<file path="src/rtl/dpa_pkg.sv">
package dpa_pkg;

    typedef enum logic [1:0] {
        WIN_NONE  = 2'd0,
        WIN_LEFT  = 2'd1,
        WIN_RIGHT = 2'd2
    } win_e;

    localparam int NUM_PORTS = 2;
    localparam int LEFT      = 0;
    localparam int RIGHT     = 1;

    typedef struct packed {
        logic en;
        logic wr;
        logic busy_in_n;
    } port_ctl_t;

    // Choose a winner for a new contention from the per-port history.
    function automatic win_e first_arrival(input logic l_settled, input logic r_settled);
        if (r_settled && !l_settled)
            return WIN_RIGHT;
        return WIN_LEFT;
    endfunction

    // Port p loses when the other port holds the word.
    function automatic logic port_loses(input int p, input win_e w);
        if (p == LEFT)
            return (w == WIN_RIGHT);
        return (w == WIN_LEFT);
    endfunction

endpackage

</file>
<file path="src/rtl/dpa_port_track.sv">
module dpa_port_track #(
    parameter int ADDR_W = 12
) (
    input  logic              clk,
    input  logic              rst,
    input  logic              en,
    input  logic [ADDR_W-1:0] addr,
    output logic              settled
);
    logic              en_q;
    logic [ADDR_W-1:0] addr_q;

    always_ff @(posedge clk) begin
        if (rst) begin
            en_q   <= 1'b0;
            addr_q <= '0;
        end else begin
            en_q   <= en;
            addr_q <= addr;
        end
    end

    // Port was on this same word at the previous edge.
    assign settled = en && en_q && (addr_q == addr);
endmodule

</file>
<file path="src/rtl/dpa_winner.sv">
module dpa_winner
    import dpa_pkg::*;
(
    input  logic clk,
    input  logic rst,
    input  logic is_master,
    input  logic match,
    input  logic l_settled,
    input  logic r_settled,
    output win_e decision
);
    win_e win_q;

    always_comb begin
        decision = WIN_NONE;
        if (is_master && match) begin
            if (win_q != WIN_NONE)
                decision = win_q;
            else
                decision = first_arrival(l_settled, r_settled);
        end
    end

    always_ff @(posedge clk) begin
        if (rst)
            win_q <= WIN_NONE;
        else
            win_q <= decision;
    end
endmodule

</file>
<file path="src/rtl/dpa_gate.sv">
module dpa_gate
    import dpa_pkg::*;
(
    input  logic                      is_master,
    input  win_e                      decision,
    input  port_ctl_t [NUM_PORTS-1:0] ctl,
    output logic      [NUM_PORTS-1:0] busy_n,
    output logic      [NUM_PORTS-1:0] wr_ok
);
    for (genvar p = 0; p < NUM_PORTS; p++) begin : g_port
        logic eff_busy_n;
        assign busy_n[p]  = is_master ? !port_loses(p, decision) : 1'b1;
        assign eff_busy_n = is_master ? busy_n[p] : ctl[p].busy_in_n;
        assign wr_ok[p]   = ctl[p].en && ctl[p].wr && eff_busy_n;
    end
endmodule

</file>
<file path="src/rtl/dpram_contention_arbiter.sv">
module dpram_contention_arbiter
    import dpa_pkg::*;
#(
    parameter int ADDR_W = 12
) (
    input  logic              clk,
    input  logic              rst,
    input  logic              is_master,
    input  logic              lt_en,
    input  logic              lt_wr,
    input  logic [ADDR_W-1:0] lt_addr,
    input  logic              rt_en,
    input  logic              rt_wr,
    input  logic [ADDR_W-1:0] rt_addr,
    input  logic              lt_busy_in_n,
    input  logic              rt_busy_in_n,
    output logic              lt_busy_n,
    output logic              rt_busy_n,
    output logic              lt_wr_ok,
    output logic              rt_wr_ok
);
    logic [NUM_PORTS-1:0] en_v;
    logic [ADDR_W-1:0]    addr_v [NUM_PORTS];
    logic [NUM_PORTS-1:0] settled_v;
    port_ctl_t [NUM_PORTS-1:0] ctl;
    logic [NUM_PORTS-1:0] busy_v;
    logic [NUM_PORTS-1:0] ok_v;
    logic match;
    win_e decision;

    assign en_v[LEFT]    = lt_en;
    assign en_v[RIGHT]   = rt_en;
    assign addr_v[LEFT]  = lt_addr;
    assign addr_v[RIGHT] = rt_addr;
    assign ctl[LEFT]     = '{en: lt_en, wr: lt_wr, busy_in_n: lt_busy_in_n};
    assign ctl[RIGHT]    = '{en: rt_en, wr: rt_wr, busy_in_n: rt_busy_in_n};

    for (genvar p = 0; p < NUM_PORTS; p++) begin : g_track
        dpa_port_track #(.ADDR_W(ADDR_W)) u_track (
            .clk     (clk),
            .rst     (rst),
            .en      (en_v[p]),
            .addr    (addr_v[p]),
            .settled (settled_v[p])
        );
    end

    assign match = &en_v && (addr_v[LEFT] == addr_v[RIGHT]);

    dpa_winner u_winner (
        .clk       (clk),
        .rst       (rst),
        .is_master (is_master),
        .match     (match),
        .l_settled (settled_v[LEFT]),
        .r_settled (settled_v[RIGHT]),
        .decision  (decision)
    );

    dpa_gate u_gate (
        .is_master (is_master),
        .decision  (decision),
        .ctl       (ctl),
        .busy_n    (busy_v),
        .wr_ok     (ok_v)
    );

    assign lt_busy_n = busy_v[LEFT];
    assign rt_busy_n = busy_v[RIGHT];
    assign lt_wr_ok  = ok_v[LEFT];
    assign rt_wr_ok  = ok_v[RIGHT];
endmodule

</file>
<file path="config.mk">
export PLATFORM = sky130hd
export DESIGN_NAME = dpram_contention_arbiter
export DESIGN_NICKNAME = d
export VERILOG_FILES = /design/src/rtl/dpa_pkg.sv /design/src/rtl/dpa_port_track.sv /design/src/rtl/dpa_winner.sv /design/src/rtl/dpa_gate.sv /design/src/rtl/dpram_contention_arbiter.sv
export SDC_FILE = /design/constraint.sdc
export NUM_CORES = 1
export LEC_CHECK = 0
export BUFFER_PORTS_ARGS = -buffer_cell sky130_fd_sc_hd__buf_2
export CORE_ASPECT_RATIO = 0.7
export CORE_MARGIN = 8
export CORE_UTILIZATION = 40
export DETAILED_ROUTE_END_ITERATION = 16
export MAX_ROUTING_LAYER = met4
export SLEW_MARGIN = 25
export SYNTH_ARGS = -nofsm -noshare
export SYNTH_HDL_FRONTEND = slang
export SYNTH_SLANG_ARGS = --single-unit
</file>
<file path="constraint.sdc">
create_clock -name clk -period 1.5 [get_ports clk]
set_input_delay 0.15 -clock clk [delete_from_list [all_inputs] [get_ports clk]]
set_output_delay 0.15 -clock clk [all_outputs]
set_load 0.02 [all_outputs]
</file>
==> reports/metrics.cfg <==
[clock_tree]
cts_htree_levels = 1
clockBufferDepth = 2
ctsHoldBuffers = 0
clockRootBuffer = clkbuf_8
cts_tree = done
clkSlewWorstSetupHoldPaths_ns = 0.09
clkLatencyLatePin_ns = 0.27
cts_made_buffers = 3
clock_sinks = 28

[logic_synthesis]
synth_cells = 122
synthMuxAreaShare_pct = 0
synth.distinct_cells = 21
synth_top_family_by_area = XOR/XNOR gates
synth_flop_cell = dfxtp_1
synth-edff-count = 0
synth_compound_area_share_pct = 3.63
synth_simple_gate_area_share_pct = 24.5
syn-cell-area_um2 = 1240
synth-seq-cells = 28
syn-num-nets = 155
synthXorXnorAreaFrac_pct = 25.4
seq_area_frac_synth_pct = 45.2
yosys.area_share.adder_pct = 0
yosysWarnings = 0
async_flop_share_pct = 0
avgSynthCellArea_um2 = 10.2

[finish]
nets = 205
area_growth_pct = 34.7
final_layout_size_suffix_gt1_share_pct = 36.8
antenna_cells = 0
final_common_cell = buf_2
fillers = 280
final_cell_mix = buf_2, nor2b_1, xor2_1, dfxtp_1, buf_4
stdcell_count = 209

[power_and_ir_drop]
clkPwrFrac_pct = 35.8
power_switching_mw = 0.351
share_seq_of_total_power_pct = 49.5
ir_worst_vdd_mv = 0.508
power_frac_comb_pct = 14.8
p_leak_nw = 0.732
power_switching_share_pct = 21.8
p_int_mw = 1.26
power_mw = 1.61
p_per_area_nw_per_um2 = 964

[timing]
fin_crit_ns = 1.90
max_slew.worst_pin.slew_ns = 0.493
drv_slew = 0
period_share_pct = 127
slew_headroom_pct = 67.1
setup_viol = 5
rsz0062_at_grt = yes
hold_viol = 0
fin_worst_skew_ns = 0.00678
max_freq_ghz = 0.526
fin_ws_ns = -0.400

[global_route]
grt_max_degree = 29
grt_antenna_before_repair = 0
grt_pass1_vias = 998
grt_pass1_wl_um = 4410
grt.overflow.total = 0
grt_use_total_pct = 11.2

[detailed_routing]
wl_met1_um = 1310
met2_length_um = 1300
vias = 964
drtIter0Drc = 59
avgViaCountPerCell = 4.61
postRouteAntennaNets = 0
wl_met3_um = 172
wl_per_cell_um = 13.4
dr.pass1.iters = 4
top_layer = met4
routed_wl_um = 2800
route.detailed.drc = 0

[place]
dpl.cell_count = 203
place_ws_ns = -0.170
port-buffer-count = 36
hpwl_um = 2160
gp_congestion = 0.759

[setup_path]
crit_top_cell = buf_4
crit_required_ns = 1.35
worstSetupPathType = register to output pin
path_cells = xnor2_1, nand3_1, nor4_4, buf_4, o22ai_2, a21oi_1, buf_4
crit_fanout = 3
arrival_ns = 1.75
start_kind = register
worstSetupEndpointType = output pin
critPathSlowestCell = nor4_4
worst_path_largest_cell_delay_ns = 0.33

[run_status]
status = finished, violations left
violations = setup timing

[worst_hold_path]
hold_class = input pin to register

[flow_run]
max_cap_viol_count = 0

[floorplanning]
coreArea_um2 = 3060
dieArea_um2 = 5170
fp.dieH_um = 62.6
ioPinCount = 37
fp.dieW_um = 82.5
start_util_pct = 40.5
fp-row-count = 17

[flip-flops by register name, indices dropped and copies added (netlist names)]
signal	count
g_track.u_track.en_q	2
u_winner.win_q	2
g_track.u_track.addr_q	24
[metrics by stage]
| step | utilization (%) | hold slack, ns | setup TNS (ns) | area, um^2 |
|---|---|---|---|---|
| after global placement | 49.9 | 0.414 | -0.501 | 1530 |
| after floorplan | - | 0.222 | 0 | 1240 |
| after CTS | 53.9 | 0.132 | -1.55 | 1650 |
| final | 54.5 | 0.135 | -1.56 | 1670 |
| after detailed placement | 49.9 | 0.417 | -0.508 | 1530 |
| after global routing | 54.5 | 0.131 | -2.12 | 1670 |
[worst max-delay path, delay by kind of cell, from the launching register on]
family                    cells  cell delay [ns]
and+or+nand+nor               2             0.49
buffers and inverters         2             0.31
xor gates and xnor gates      1             0.13
AOI/OAI and AO/OA             2             0.23
DFF                           1             0.32
[cells in the mapped netlist (2+ instances only)]
cell,number,area (um^2)
nor4_2,3,37.5
dfxtp_1,28,561
nand4_1,4,25.0
inv_1,2,7.51
xor2_1,24,210
nor2b_1,26,163
nand3_1,3,15.0
nor2_1,4,15.0
xnor2_1,12,105
nor3_1,3,15.0
nor4_1,2,12.5
clkbuf_1,2,7.51
[kinds of logic after synthesis]
family / after synthesis
compound gates: 6
simple gates: 48
xor+xnor: 36
buf+inv: 4
flops: 28
[power groups by stage]
stage          registers (mW)  logic (mW)  clock network, mW
4_1_cts                 0.797       0.237              0.592
5_1_grt                 0.800       0.262              0.638
6_report                0.796       0.238              0.576
2_1_floorplan           0.810       0.121                  0
3_3_place_gp            0.812       0.226                  0
3_5_place_dp            0.814       0.229                  0
[per-layer routing]
layer,vias up,track usage [%]
li1,500,-
met1,440,13.7
met2,22,16.7
met3,2,4.45
met4,0,2.58
met5,-,-
[final cells by class]
type | instances | area (um^2) | share of cell area, %
inverter | 2 | 7.51 | 0.449
sequential | 28 | 566 | 33.9
tap | 38 | 47.5 | 2.85
multi-input combinational | 90 | 701 | 41.9
clock buffer | 3 | 41.3 | 2.47
timing repair buffer | 47 | 278 | 16.6
clock inverter | 1 | 30.0 | 1.80
[path summary, 6_finish.rpt]
check / startpoint / end / slack [ns] / depth (start not counted)
max: g_track[0].u_track.addr_q[0]$_SDFF_PP0_ / lt_wr_ok / -0.40 / 7
min: rt_addr[2] / g_track[1].u_track.addr_q[2]$_SDFF_PP0_ / 0.13 / 2
max reg2reg: u_winner.win_q[0]$_SDFF_PP0_ / u_winner.win_q[0]$_SDFF_PP0_ / 0 / 6
min reg2reg: u_winner.win_q[1]$_SDFF_PP0_ / u_winner.win_q[1]$_SDFF_PP0_ / 0.60 / 2
[repair_timing]
item                                    in CTS  in global routing
pin swaps                                    3                  3
buffers inserted                             2                  0
gates resized for setup                     11                  4
endpoints found under the setup margin       5                  5
Power figures use the tool's default switching activity.
